--- config.mk ---
export PLATFORM = sky130hd
export DESIGN_NAME = devsel_timing_ctrl
export DESIGN_NICKNAME = d
export VERILOG_FILES = /design/src/rtl/devsel_timing_pkg.sv /design/src/rtl/devsel_phase_tracker.sv /design/src/rtl/devsel_addr_match.sv /design/src/rtl/devsel_speed_policy.sv /design/src/rtl/devsel_timing_ctrl.sv
export SDC_FILE = /design/constraint.sdc
export NUM_CORES = 1
export LEC_CHECK = 0
export BUFFER_PORTS_ARGS = -buffer_cell sky130_fd_sc_hd__clkbuf_2
export CAP_MARGIN = 10
export CORE_AREA = 10 10 47 49
export CTS_CLUSTER_SIZE = 28
export DETAILED_ROUTE_END_ITERATION = 10
export DIE_AREA = 0 0 57 59
export GPL_ROUTABILITY_DRIVEN = 0
export PLACE_DENSITY = 0.7
export SLEW_MARGIN = 0
export SYNTH_ARGS = -nofsm -noshare
export SYNTH_HDL_FRONTEND = slang
export SYNTH_SLANG_ARGS = --single-unit
--- constraint.sdc ---
create_clock -name clk -period 3.7 [get_ports clk]
set_input_delay 0.185 -clock clk [delete_from_list [all_inputs] [get_ports clk]]
set_output_delay 0.185 -clock clk [all_outputs]
set_load 0.05 [all_outputs]
--- src/rtl/devsel_timing_pkg.sv ---
package devsel_timing_pkg;

    localparam logic [3:0] CMD_DUAL_ADDR = 4'b1101;

    typedef enum logic [2:0] {
        ST_IDLE,
        ST_DAC2,
        ST_WAIT,
        ST_CLAIM,
        ST_RELEASE
    } tgt_state_e;

    typedef struct packed {
        tgt_state_e state;
        logic       prev_mine;
    } tgt_regs_t;

endpackage

--- src/rtl/devsel_phase_tracker.sv ---
module devsel_phase_tracker (
    input  logic clk,
    input  logic rst_n,
    input  logic frame_n,
    input  logic irdy_n,
    output logic addr_start,
    output logic after_idle
);
    typedef struct packed {
        logic frame;
        logic irdy;
    } hist_t;

    hist_t hist_d, hist_q;

    always_comb begin
        hist_d.frame = frame_n;
        hist_d.irdy  = irdy_n;
    end

    always_ff @(posedge clk or negedge rst_n) begin
        if (!rst_n) begin
            hist_q <= '{frame: 1'b1, irdy: 1'b1};
        end else begin
            hist_q <= hist_d;
        end
    end

    // a new address phase: frame goes active after a sample with it inactive
    assign addr_start = !frame_n && hist_q.frame;
    // previous sample was a true idle (both strobes inactive)
    assign after_idle = hist_q.irdy;
endmodule

--- src/rtl/devsel_addr_match.sv ---
module devsel_addr_match #(
    parameter int              ADDR_W    = 32,
    parameter logic [ADDR_W-1:0] ADDR_BASE = 32'h4000_0000,
    parameter logic [ADDR_W-1:0] ADDR_MASK = 32'hFFFF_0000
) (
    input  logic [ADDR_W-1:0] ad,
    output logic              hit
);
    assign hit = ((ad & ADDR_MASK) == (ADDR_BASE & ADDR_MASK));
endmodule

--- src/rtl/devsel_speed_policy.sv ---
module devsel_speed_policy #(
    parameter bit FAST_EN = 1'b1
) (
    input  logic after_idle,
    input  logic prev_mine,
    input  logic dual_addr,
    output logic fast_ok
);
    generate
        if (FAST_EN) begin : g_fast
            assign fast_ok = after_idle || prev_mine || dual_addr;
        end else begin : g_medium_only
            logic unused_in;
            assign unused_in = after_idle ^ prev_mine ^ dual_addr;
            assign fast_ok   = 1'b0;
        end
    endgenerate
endmodule

--- src/rtl/devsel_timing_ctrl.sv ---
module devsel_timing_ctrl
    import devsel_timing_pkg::*;
#(
    parameter int                ADDR_W    = 32,
    parameter logic [ADDR_W-1:0] ADDR_BASE = 32'h4000_0000,
    parameter logic [ADDR_W-1:0] ADDR_MASK = 32'hFFFF_0000,
    parameter bit                FAST_EN   = 1'b1
) (
    input  logic              clk,
    input  logic              rst_n,
    input  logic              frame_n,
    input  logic              irdy_n,
    input  logic [ADDR_W-1:0] ad,
    input  logic [3:0]        cbe_n,
    output logic              devsel_n,
    output logic              devsel_oe,
    output logic              fbb_capable
);
    logic addr_start, after_idle, hit;
    logic fast_first, fast_dual;
    logic is_dual_cmd, final_phase;

    tgt_regs_t r_d, r_q;

    devsel_phase_tracker u_track (
        .clk       (clk),
        .rst_n     (rst_n),
        .frame_n   (frame_n),
        .irdy_n    (irdy_n),
        .addr_start(addr_start),
        .after_idle(after_idle)
    );

    devsel_addr_match #(
        .ADDR_W   (ADDR_W),
        .ADDR_BASE(ADDR_BASE),
        .ADDR_MASK(ADDR_MASK)
    ) u_match (
        .ad (ad),
        .hit(hit)
    );

    // single-address decision: depends on idle gap and previous owner
    devsel_speed_policy #(.FAST_EN(FAST_EN)) u_pol_single (
        .after_idle(after_idle),
        .prev_mine (r_q.prev_mine),
        .dual_addr (1'b0),
        .fast_ok   (fast_first)
    );

    // second cycle of a dual address: the extra cycle covers turnaround
    devsel_speed_policy #(.FAST_EN(FAST_EN)) u_pol_dual (
        .after_idle(1'b0),
        .prev_mine (1'b0),
        .dual_addr (1'b1),
        .fast_ok   (fast_dual)
    );

    assign is_dual_cmd = (cbe_n == CMD_DUAL_ADDR);
    assign final_phase = frame_n && !irdy_n;

    always_comb begin
        r_d = r_q;
        unique case (r_q.state)
            ST_IDLE, ST_RELEASE: begin
                r_d.state = ST_IDLE;
                if (addr_start) begin
                    if (is_dual_cmd) begin
                        r_d.state = ST_DAC2;
                    end else begin
                        r_d.prev_mine = hit;
                        if (hit) begin
                            r_d.state = fast_first ? ST_CLAIM : ST_WAIT;
                        end
                    end
                end
            end
            ST_DAC2: begin
                r_d.prev_mine = hit;
                if (hit) begin
                    r_d.state = fast_dual ? ST_CLAIM : ST_WAIT;
                end else begin
                    r_d.state = ST_IDLE;
                end
            end
            ST_WAIT: begin
                r_d.state = ST_CLAIM;
            end
            ST_CLAIM: begin
                if (final_phase) begin
                    r_d.state = ST_RELEASE;
                end
            end
            default: begin
                r_d.state = ST_IDLE;
            end
        endcase
    end

    always_ff @(posedge clk or negedge rst_n) begin
        if (!rst_n) begin
            r_q <= '{state: ST_IDLE, prev_mine: 1'b0};
        end else begin
            r_q <= r_d;
        end
    end

    assign devsel_n    = (r_q.state != ST_CLAIM);
    assign devsel_oe   = (r_q.state == ST_CLAIM) || (r_q.state == ST_RELEASE);
    assign fbb_capable = 1'b1;
endmodule

==> Word-level counts from Yosys, hierarchy flattened <==
Index checks and enable logic that the tools add are counted.
{ "op_classes": {"shift": 0, "eq_ne": 10, "n_div": 0, "n_mul": 0, "n_reduce_logical": 10, "n_lt_le_gt_ge": 0, "bitwise_logic": 0, "add_sub_neg": 0, "muxes": 9} }
{ "op_table": {"columns": ["operator", "count"], "rows": [
  ["equality test 16 x 15 -> 1 bit, second input constant", 1],
  ["case mux 3 bit (4 select lines)", 1],
  ["equality test 3 x 2 -> 1 bit, second input constant", 2],
  ["2-to-1 mux 2 bit", 3],
  ["inequality test 2 bit, second input constant", 3],
  ["equality test 4 bit, second input constant", 1],
  ["2-to-1 mux 4 bit", 1],
  ["equality test 3 x 1 -> 1 bit, second input constant", 1],
  ["equality test 3 bit, second input constant", 1],
  ["zero test 3 bit", 1],
  ["2-to-1 mux 3 bit", 1],
  ["inequality test 3 x 2 -> 1 bit, second input constant", 1],
  ["AND reduction 3 bit", 1],
  ["logical AND 1 bit", 2],
  ["zero test 1 bit", 2],
  ["logical OR 1 bit", 2],
  ["2-to-1 mux 1 bit", 2],
  ["case mux 1 bit (2 select lines)", 1],
  ["nonzero test 2 bit", 1],
  ["OR reduction 2 bit", 1]
]} }
{ "totals": {"register_bits": 6, "latchBits": 0, "output_inout_bits": 3, "word_cells": 33, "in_bits": 40, "rom_bits": 0, "ram_bits": 0, "memories": 0} }

==> Logic depth before layout (Yosys ltp) <==
Gate-level depths: netlist of the first run.
{ "depth": {"ltp_word": 6, "depth_mapped": 4, "mapped_depth_nobuf": 4} }

==> By module <==
A second synthesis of the first run with hierarchy kept.
{ "hier_totals": {"cells_unflattened": 37, "area_unflattened_um2": 394.1} }
{ "by_module_without_submodules": {"columns": ["module", "instances", "cells_per_inst", "area_each_um2", "seq_area_each_um2"], "rows": [
  ["devsel_timing_ctrl", 1, 27, 272.8, 100.1],
  ["devsel_phase_tracker", 1, 3, 66.3, 52.6],
  ["devsel_addr_match", 1, 5, 42.5, 0.0],
  ["devsel_speed_policy", 2, 1, 6.3, 0.0]
]} }

==> Least setup slack after synthesis of the first run <==
OpenSTA, ideal clock, no wires.
{ "synth_timing": {"path_kind": "register to output", "start": "register r_q[1] (netlist bit)", "end": "output devsel_oe", "path_stages_with_launch": 3, "path_slack_ns": 1.893, "t_arrival_ns": 1.622, "path_cell_list": "dfrtp_1 nand2b_1 o21ai_0"} }
{ "synth_between": {"elab_chain_len": 2, "word_cells_on_any_way": 3, "cone_classes": "2 x eq/ne; 1 x reduce/logical"} }
{ "synth_rtl": {"columns": ["item", "line_no", "source"], "rows": [
  ["from (decl)", "devsel_timing_ctrl.sv:23", "tgt_regs_t r_d, r_q;"],
  ["from (signal assigned)", "devsel_timing_ctrl.sv:102", "r_q <= '{state: ST_IDLE, prev_mine: 1'b0};"],
  ["from (signal assigned)", "devsel_timing_ctrl.sv:104", "r_q <= r_d;"],
  ["equality test 3 x 2 -> 1 bit or equality test 3 bit (tied branches)", "devsel_timing_ctrl.sv:109", "assign devsel_oe = (r_q.state == ST_CLAIM) || (r_q.state == ST_RELEASE);"],
  ["logical OR 1 bit *", "devsel_timing_ctrl.sv:109", null],
  ["to (decl)", "devsel_timing_ctrl.sv:16", "output logic devsel_oe,"]
]} }
Every way passes the cells marked *; elsewhere a longest branch is shown, timed or not.

==> Final worst setup path of the first run <==
{ "layout_timing": {"start": "register r_q[2] (netlist bit)", "end": "output devsel_oe"} }
Same word-level chain as after synthesis.

==> reports/qor.txt, run 1 <==
R2R Path End -> r_q[1]
Die Footprint -> 3363 um^2
Slowest-stage cell, CP -> dfrtp_1
core area -> 1401 um^2
Synth Area in Compound Gates -> 7.220%
post-DR vias/cell -> 4.256
Critical path origin -> r_q[2]
Setup violations, final -> 0
CTS tree -> done
Worst Clk Skew -> 13.08 ps
first-pass GRT wire length -> 1469 um
design area -> 520.5 um^2
cell taking the most area after synthesis -> dfrtp_1
reg2reg path depth -> 3
cts bufs inserted -> 3
Reg clk slew, reported paths -> 50 ps
PortBufs -> 25
family with the most delay on the worst path -> flip-flops
leak pwr -> 0.0002540 uW
Setup Crit Path Kind -> reg2out
internal power -> 121.0 uW
register share of total power -> 43.8%
Yosys warnings -> 0
DP Cell Count -> 73
Worst Path Buf+Inv -> 1
crit share post-route -> 40.62%
antenna-violating nets left -> 0
Hold Path End -> u_track.after_idle
Unique masters post-synth -> 20
final non-filler cell total -> 78
clock sink count -> 6
maximum vdd drop -> 0.0001161 V
FF-to-FF setup slack -> 2400 ps
CP Data Required Time -> 3510 ps
# fillers -> 151
run status -> finished, final reports clean
Wirelength per Cell -> 11.88 um
Post-synth EDFFs -> 0
Post-Synthesis Cell Area -> 346.6 um^2
placement-stage cell area -> 484.2 um^2
sw frac -> 22.25%
sw power -> 34.63 uW
Post-Synth Simple-Gate Area -> 45.49%
# nets final -> 103
postcts setup bufs -> 0
WP data arrival -> 1320 ps
Avg Cell Area, Syn -> 10.50 um^2
First DRT Iteration DRCs -> 9
main combinational cell family by area after synthesis -> simple AND/OR/NAND/NOR gates
Synth top area share -> 28.88%
clk_lat worst skew -> 250 ps
Post-CTS Resized -> 0
antenna violations before repair -> 0
Hold Fails Final Rpt -> 0
Fin Setup TNS -> 0 ps
Setup crit start kind -> flip-flop
H-tree Lvls -> 1
area grow syn2layout -> 50.18%
Routed met3 length -> 95 um
FMAX -> 665.4 MHz
post-synthesis xor/xnor area fraction -> 0%
total wire length -> 927 um
CTS Buffer Depth -> 2
Hold Path Class -> in2reg
Final Slew Violations -> 0
gr ovfl total -> 0
Inserted Diodes -> 0
top cells by area, synth -> dfrtp_1, dfstp_2, nor4_2, nand2b_1, o21ai_0
# rows -> 14
DR top layer -> met3
multiplexer share of the synthesized area -> 0%
Comb pwr share -> 14.4%
worst-path fanout max -> 6
Post-CTS Hold Fix Bufs -> 1
minimum clock period -> 1503 ps
Die Ht -> 59 um
PD cells -> 299.1 nW/um^2
syn nets -> 73
async set-or-reset flop fraction in the synthesized netlist -> 100.0%
adder-cell area share of the yosys netlist -> 0%
Pre-Repair DR Iteration Count -> 2
slowest stage delay, CP -> 400 ps
Yosys reg bits -> 6
top_reg_cell synth -> dfrtp_1
largest net degree at the start of global routing -> 7
hold_sp -> irdy_n
initial core utilization -> 24.73%
unrepaired setup endpoints after global routing -> no
Hold Path Depth -> 1
IO Count -> 43
die width -> 57 um
CTS root buf -> clkbuf_4
met2 WL -> 498 um
clock network power share -> 41.8%
vias in the first global route -> 348
Max Cap Viol -> 0
WL met1 -> 333 um
layout cells sized above 1 -> 59.68%
Syn Inst Count -> 33
reg2reg start -> u_track.hist_q[1]
crit path capture type -> output pin
DRC errors left -> 0
Vias -> 332
crit-path cells -> nor2b_1, nand2_1, o21ai_0, clkbuf_2
register area share after synthesis -> 44.04%
GRT Util Overall -> 5.341%
power by group through the flow:
stage               Sequential, uW  Clock, uW  Combinational, uW
finish                        68.2       65.1               22.4
global route                  68.3       69.9               24.6
CTS                           68.2       67.5               22.7
detailed placement            69.2          0               21.7
global placement              69.1          0               21.1
floorplan                     69.1          0               7.31
synth_stat cells (all sizes together) (2+ instances only):
library cell and count:
o21ai 3, nand2b 3, nand2 2, nor3b 2, dfrtp 4, a21oi 2
nor2b 2, nor4 3, dfstp 2
registers in the layout, summed over array words and instances, names as in the netlist:
register	cells
u_track.after_idle	1
u_track.hist_q	1
r_q	4
cells by family after synthesis:
kind of cell | after synthesis
AO/OA/AOI/OAI | 5
buffers and inverters | 1
flip-flops | 6
other | 1
AND/OR/NAND/NOR | 20
per-layer routing:
| metal | global-route usage [%] | up-vias |
|---|---|---|
| met1 | 4.813 | 145 |
| met4 | 4.027 | 0 |
| li1 | - | 178 |
| met2 | 8.527 | 9 |
| met5 | 0 | - |
| met3 | 3.433 | 0 |
final cells by class:
type	instances	area (um^2)	area share [%]
clock buffer	4	26.28	5.048
multi-input combinational	26	186.4	35.82
sequential	6	152.6	29.33
tap	16	20.02	3.846
timing repair buffer	26	135.1	25.96
placed cells by master (no fill, tap or decap):
master / Yosys / layout
a21oi_1: 2 / 2
clkbuf_1: 0 / 1
clkbuf_2: 0 / 25
clkbuf_4: 0 / 3
conb_1: 1 / 1
dfrtp_1: 4 / 4
dfstp_2: 2 / 2
dlygate4sd3_1: 0 / 1
nand2_1: 2 / 2
nand2b_1: 3 / 3
nand3_1: 1 / 1
nand4_1: 1 / 1
nand4b_1: 1 / 1
nor2b_1: 2 / 2
nor3_1: 1 / 1
nor3b_1: 1 / 1
nor3b_2: 1 / 1
nor4_2: 3 / 3
nor4b_2: 1 / 1
o21ai_0: 3 / 3
or2_2: 1 / 1
or3_1: 1 / 1
or3b_2: 1 / 1
through the flow:
step | hold WS [ps] | util [%] | power (uW) | setup slack, ps
final | 57.24 | 37.14 | 155.7 | 2197
after global routing | 46.08 | 37.14 | 162.8 | 2051
after CTS | 50.88 | 37.14 | 158.4 | 2177
after detailed placement | 16.77 | 34.55 | 90.86 | 2389
after global placement | 12.50 | 34.55 | 90.17 | 2386
after floorplan | -110.6 | - | 76.36 | 1893
how the worst max path moves through the flow:
stage	cells past startpoint	slack (ps)	to
floorplan	2	1890	devsel_oe
global placement	3	2390	r_q[1]
detailed placement	3	2390	r_q[1]
CTS	4	2180	devsel_oe
global route	4	2050	devsel_oe
finish	4	2200	devsel_oe
No activity file was read; power rests on OpenSTA's default activity.
==> run 2: changes to the inputs <==
--- a/config.mk
+++ b/config.mk
@@ -5,14 +5,15 @@
 export SDC_FILE = /design/constraint.sdc
 export NUM_CORES = 1
 export LEC_CHECK = 0
+export ABC_AREA = 1
 export BUFFER_PORTS_ARGS = -buffer_cell sky130_fd_sc_hd__clkbuf_2
 export CAP_MARGIN = 10
-export CORE_AREA = 10 10 47 49
+export CORE_MARGIN = 10
+export CORE_UTILIZATION = 30
 export CTS_CLUSTER_SIZE = 28
 export DETAILED_ROUTE_END_ITERATION = 10
-export DIE_AREA = 0 0 57 59
 export GPL_ROUTABILITY_DRIVEN = 0
-export PLACE_DENSITY = 0.7
+export PLACE_DENSITY = 0.75
 export SLEW_MARGIN = 0
 export SYNTH_ARGS = -nofsm -noshare
 export SYNTH_HDL_FRONTEND = slang
==> constraint.sdc (replaced) <==
create_clock -name clk -period 1.38 [get_ports clk]
set_input_delay 0.069 -clock clk [delete_from_list [all_inputs] [get_ports clk]]
set_output_delay 0.069 -clock clk [all_outputs]
set_load 0.05 [all_outputs]
==> run 2 against run 1 <==
- flip-flop and latch count unchanged
- via count grew 40%
- global-route usage is 1.4 points higher
- clock power grew to 2.6 times the previous value
==> reports/qor.txt, run 2 <==
run status -> finished, final reports clean
multiplexer share of the synthesized area -> 0%
crit-path cells -> inv_2, nor3_4, inv_2, clkbuf_2
CP Data Required Time -> 1310 ps
Inserted Diodes -> 0
Power Total -> 571.2 uW
Unique masters post-synth -> 18
max reg flops -> 4
Vias -> 465
Avg Cell Area, Syn -> 7.090 um^2
antenna-violating nets left -> 0
# nets final -> 133
most used cell, CP -> inv_2
area grow syn2layout -> 51.47%
Setup violations, final -> 0
Final Slew Violations -> 0
H-tree Lvls -> 1
Slowest-stage cell, CP -> dfrtp_1
top_reg_cell synth -> dfrtp_1
CTS tree -> done
Setup crit start kind -> flip-flop
worst-path fanout max -> 3
cts bufs inserted -> 3
PD cells -> 886.4 nW/um^2
# rows -> 13
register share of total power -> 38.6%
Comb pwr share -> 31.8%
R2R Path End -> r_q[0]
most common cell after layout, fill and taps aside -> clkbuf_2
IO Count -> 43
largest net degree at the start of global routing -> 7
main combinational cell family by area after synthesis -> simple AND/OR/NAND/NOR gates
PortBufs -> 25
FMAX -> 782.9 MHz
register area share after synthesis -> 35.88%
sw frac -> 30.65%
core area -> 1318 um^2
sw power -> 175.1 uW
post-DR vias/cell -> 4.346
antenna violations before repair -> 0
die width -> 57.66 um
Setup Crit Path Kind -> reg2out
Detail Placement HPWL -> 988.9 um
Post-synth EDFFs -> 0
crit path capture type -> output pin
crit share post-route -> 92.56%
maximum vdd drop -> 0.0006198 V
Largest Register -> r_q
clk_lat worst skew -> 240 ps
unrepaired setup endpoints after global routing -> no
vias in the first global route -> 436
slowest stage delay, CP -> 390 ps
adder-cell area share of the yosys netlist -> 0%
post-synthesis xor/xnor area fraction -> 0%
final worst slack -> 102.6 ps
Reg clk slew, reported paths -> 50 ps
Synth top area share -> 23.53%
async set-or-reset flop fraction in the synthesized netlist -> 100.0%
reg2reg start -> r_q[3]
Post-Synth Simple-Gate Area -> 47.65%
Die Ht -> 57.66 um
CTS Buffer Depth -> 2
total wire length -> 1165 um
Wirelength per Cell -> 10.89 um
pre-CTS WS -> 228.2 ps
WP data arrival -> 1210 ps
Hold Fails Final Rpt -> 0
Worst Hold Slack -> 191.5 ps
internal power -> 396.1 uW
cell taking the most area after synthesis -> dfrtp_1
DRC errors left -> 0
Multi-input gate area -> 236.5 um^2
most frequent cells in the layout -> clkbuf_2, nand2_1, nor2_1
gr ovfl total -> 0
top cells by area, synth -> dfrtp_1, dfstp_2, nand2_1, nor2_1, nand3_1
First DRT Iteration DRCs -> 0
Syn Inst Count -> 60
reg2reg path depth -> 7
GRT Util Overall -> 6.713%
layout cells sized above 1 -> 47.83%
Max Cap Viol -> 0
Synth Area in Compound Gates -> 4.118%
first-pass GRT wire length -> 1814 um
FF+latch area -> 152.6 um^2
Hold Path Class -> in2async
clock sink count -> 6
Yosys warnings -> 0
Die Footprint -> 3324 um^2
Fin Setup TNS -> 0 ps
syn nets -> 100
# fillers -> 130
Worst Clk Skew -> 8.028 ps
minimum clock period -> 1277 ps
top-count cell post-synth -> nand2_1
Yosys reg bits -> 6
initial core utilization -> 32.29%
clock network power share -> 29.7%
Synth top cells by count -> nand2_1, nor2_1, inv_1
FF-to-FF setup slack -> 290 ps
Post-Synthesis Cell Area -> 425.4 um^2
CTS root buf -> clkbuf_4
Pre-Repair DR Iteration Count -> 1
leak pwr -> 0.0003659 uW
-- run 2: changes by cell type in the layout (fill, tap and decap cells not counted), moves of 5 or more --
cell,delta
inv_1,+8
nand2_1,+9
nand3_1,+5
nor2_1,+9
-- run 2: through the flow --
| stage | std cells | utilization [%] | area (um^2) |
|---|---|---|---|
| 2_1_floorplan | 60 | - | 429.2 |
| 3_3_place_gp | 99 | 42.93 | 565.5 |
| 3_5_place_dp | 99 | 42.93 | 565.5 |
| 4_1_cts | 106 | 47.58 | 626.9 |
| 5_1_grt | 107 | 48.91 | 644.4 |
| 6_report | 107 | 48.91 | 644.4 |
-- run 2: how the worst max path moves through the flow --
stage               startpoint         to  slack, ps  cells past startpoint
detailed placement      r_q[2]  devsel_oe        230                      4
global placement        r_q[2]  devsel_oe        240                      4
CTS                     r_q[2]  devsel_oe         30                      5
global route            r_q[1]  devsel_oe          8                      5
floorplan               r_q[2]  devsel_oe        250                      3
finish                  r_q[2]   devsel_n        100                      4
-- run 2: timing repair --
action | CTS | global route
pin swaps | 0 | 0
setup buffers | 0 | 1
hold endpoints to repair | 8 | 0
hold buffers | 3 | 0
endpoints found under the setup margin | 1 | 2
resized for setup | 2 | 3
-- run 2: logic make-up (layout without fill, tap and decap cells) --
logic type	after synthesis	count (layout)
and+or+nand+nor	38	38
other	1	1
AOI/OAI and AO/OA	3	3
DFF	6	6
buffers and inverters	12	44
-- run 2: worst max-delay path, delay by kind of cell, from the launching register on --
kind          cells  cell delay [ps]
flops             1              390
simple gates      1              190
buf+inv           3              380
-- run 2: power groups by stage --
stage               Combinational [uW]  Sequential [uW]  Clock (uW)
global route                       203              223         196
detailed placement                 164              221           0
global placement                   159              219           0
floorplan                          114              218           0
finish                             181              220         169
CTS                                173              220         181
-- run 2: metal layers --
layer / track usage (%) / up-vias / wire [um]
met5: 0 / - / 0
met2: 10.89 / 21 / 559
met3: 4.793 / 0 / 167
met4: 4.027 / 0 / 0
met1: 5.948 / 196 / 439
li1: - / 248 / -
-- run 2: area by class of cell --
type / count / share of cell area [%]
Sequential cell: 6 / 23.69
Inverter: 11 / 6.408
Multi-Input combinational cell: 42 / 36.70
Clock buffer: 4 / 4.078
Timing Repair Buffer: 29 / 26.21
Tap cell: 15 / 2.913
==> run 3: changes to the inputs <==
--- a/config.mk
+++ b/config.mk
@@ -5,15 +5,15 @@
 export SDC_FILE = /design/constraint.sdc
 export NUM_CORES = 1
 export LEC_CHECK = 0
-export ABC_AREA = 1
-export BUFFER_PORTS_ARGS = -buffer_cell sky130_fd_sc_hd__clkbuf_2
+export ABC_AREA = 0
+export BUFFER_PORTS_ARGS = -buffer_cell sky130_fd_sc_hd__buf_2
 export CAP_MARGIN = 10
-export CORE_MARGIN = 10
-export CORE_UTILIZATION = 30
+export CORE_AREA = 10 10 47 49
 export CTS_CLUSTER_SIZE = 28
 export DETAILED_ROUTE_END_ITERATION = 10
+export DIE_AREA = 0 0 57 59
 export GPL_ROUTABILITY_DRIVEN = 0
-export PLACE_DENSITY = 0.75
+export PLACE_DENSITY = 0.73
 export SLEW_MARGIN = 0
 export SYNTH_ARGS = -nofsm -noshare
 export SYNTH_HDL_FRONTEND = slang
==> run 3 against run 2 <==
- routed wire length shrank 16%
- first-iteration DRC count grew 4
- sequential share of layout area grew 3.5 points
- critical path depth is the same
- clock power shrank 3%
- worst hold slack lost 24 ps
- non-clock buffer count is the same
- count of clock-buffer cells in the layout shrank 1
- design area shrank 13%
- largest cell class unchanged
==> reports/qor.txt, run 3 (synthesized netlist as in run 1, its figures left out) <==
run status -> finished, final reports clean
DR top layer -> met4
CTS Buffer Depth -> 2
CTS root buf -> clkbuf_4
reg2reg path depth -> 4
met2 WL -> 553 um
Hold Path Class -> in2async
H-tree Lvls -> 1
most frequent cells in the layout -> buf_2, dfrtp_1
WL met1 -> 336 um
cts bufs inserted -> 3
slowest stage delay, CP -> 510 ps
Worst Clk Skew -> 6.372 ps
Detail Placement HPWL -> 831.3 um
Pre-Repair DR Iteration Count -> 4
Wirelength per Cell -> 12.25 um
largest net degree at the start of global routing -> 7
worst-path fanout max -> 3
layout cells sized above 1 -> 62.50%
Setup Crit Path Kind -> reg2reg
# fillers -> 149
crit path capture type -> flip-flop
antenna violations before repair -> 0
FMAX -> 784.6 MHz
area grow syn2layout -> 62.09%
# rows -> 14
crit share post-route -> 92.36%
Max Cap Viol -> 0
crit-path cells -> nor3b_4, a21oi_1, or3_1, nand3_1
Setup crit start kind -> flip-flop
leak pwr -> 0.0002650 uW
antenna-violating nets left -> 0
Vias -> 368
FF-to-FF setup slack -> 110 ps
Power Total -> 413.3 uW
PD cells -> 735.6 nW/um^2
minimum clock period -> 1275 ps
Setup violations, final -> 0
DP Cell Count -> 73
# nets final -> 106
gr ovfl total -> 0
GRT Util Overall -> 5.831%
clk_lat worst skew -> 250 ps
unrepaired setup endpoints after global routing -> no
CTS tree -> done
R2R Path End -> r_q[1]
DRC errors left -> 0
First DRT Iteration DRCs -> 4
Reg clk slew, reported paths -> 50 ps
Hold Fails Final Rpt -> 0
initial core utilization -> 24.73%
maximum vdd drop -> 0.0003465 V
clock sink count -> 6
Final Slew Violations -> 0
total wire length -> 980 um
most common cell after layout, fill and taps aside -> buf_2
Die Footprint -> 3363 um^2
utilization after layout -> 40.09%
final non-filler cell total -> 80
CP Data Required Time -> 1560 ps
die width -> 57 um
pre-CTS WS -> 56.33 ps
final worst slack -> 105.4 ps
first-pass GRT wire length -> 1511 um
core area -> 1401 um^2
Slowest-stage cell, CP -> dfstp_2
max reg flops -> 4
Inserted Diodes -> 0
WP data arrival -> 1450 ps
vias in the first global route -> 367
Largest Register -> r_q
PortBufs -> 25
reg2reg start -> u_track.hist_q[1]
Routed met3 length -> 81 um
IO Count -> 43
post-DR vias/cell -> 4.600
Die Ht -> 59 um
Fin Setup TNS -> 0 ps
-- run 3: layout make-up --
type                            instances  area [um^2]  area share, %
Sequential cell                         6        152.6          27.17
Timing Repair Buffer                   29        165.2          29.40
Tap cell                               16        20.02          3.563
Clock buffer                            3        22.52          4.009
Multi-Input combinational cell         26        201.4          35.86
-- run 3: what timing repair did --
| action | in CTS | in global routing |
|---|---|---|
| buffers inserted | 0 | 1 |
| endpoints found under the hold margin | 8 | 0 |
| setup endpoints to repair | 1 | 3 |
| gates resized for setup | 1 | 3 |
| hold buffers | 3 | 0 |
-- run 3: worst max path at each step --
stage | startpoint | end | slack (ps) | cells past startpoint
after floorplan | r_q[2] | devsel_oe | 50 | 3
after global placement | u_track.hist_q[1] | r_q[1] | 60 | 3
after detailed placement | u_track.hist_q[1] | r_q[1] | 60 | 3
after CTS | r_q[2] | devsel_oe | 40 | 4
after global routing | r_q[2] | devsel_oe | 7 | 4
final | u_track.hist_q[1] | r_q[1] | 110 | 4
-- run 3: per-stage QoR --
stage	hold WS [ps]	instance area, um^2
CTS	182.6	543.0
floorplan	-226.6	350.3
detailed placement	-103.6	488.0
global placement	-107.4	488.0
global route	173.6	561.8
finish	167.3	561.8
-- run 3: report_power, final --
group,internal (uW),switching (uW)
registers,182,1.17
logic,38.3,27.8
clock network,98.5,65.5
-- run 3: critical path: cells and delay by family, from the launching register on --
kind               cells  cell delay [ps]
and+or+nand+nor        3              620
DFF                    1              510
AOI/OAI and AO/OA      1               90
-- run 3: layer usage --
layer | vias up | global-route usage [%]
met3 | 2 | 4.077
met2 | 10 | 8.217
met1 | 173 | 5.690
met5 | - | 0
li1 | 183 | -
met4 | 0 | 5.034
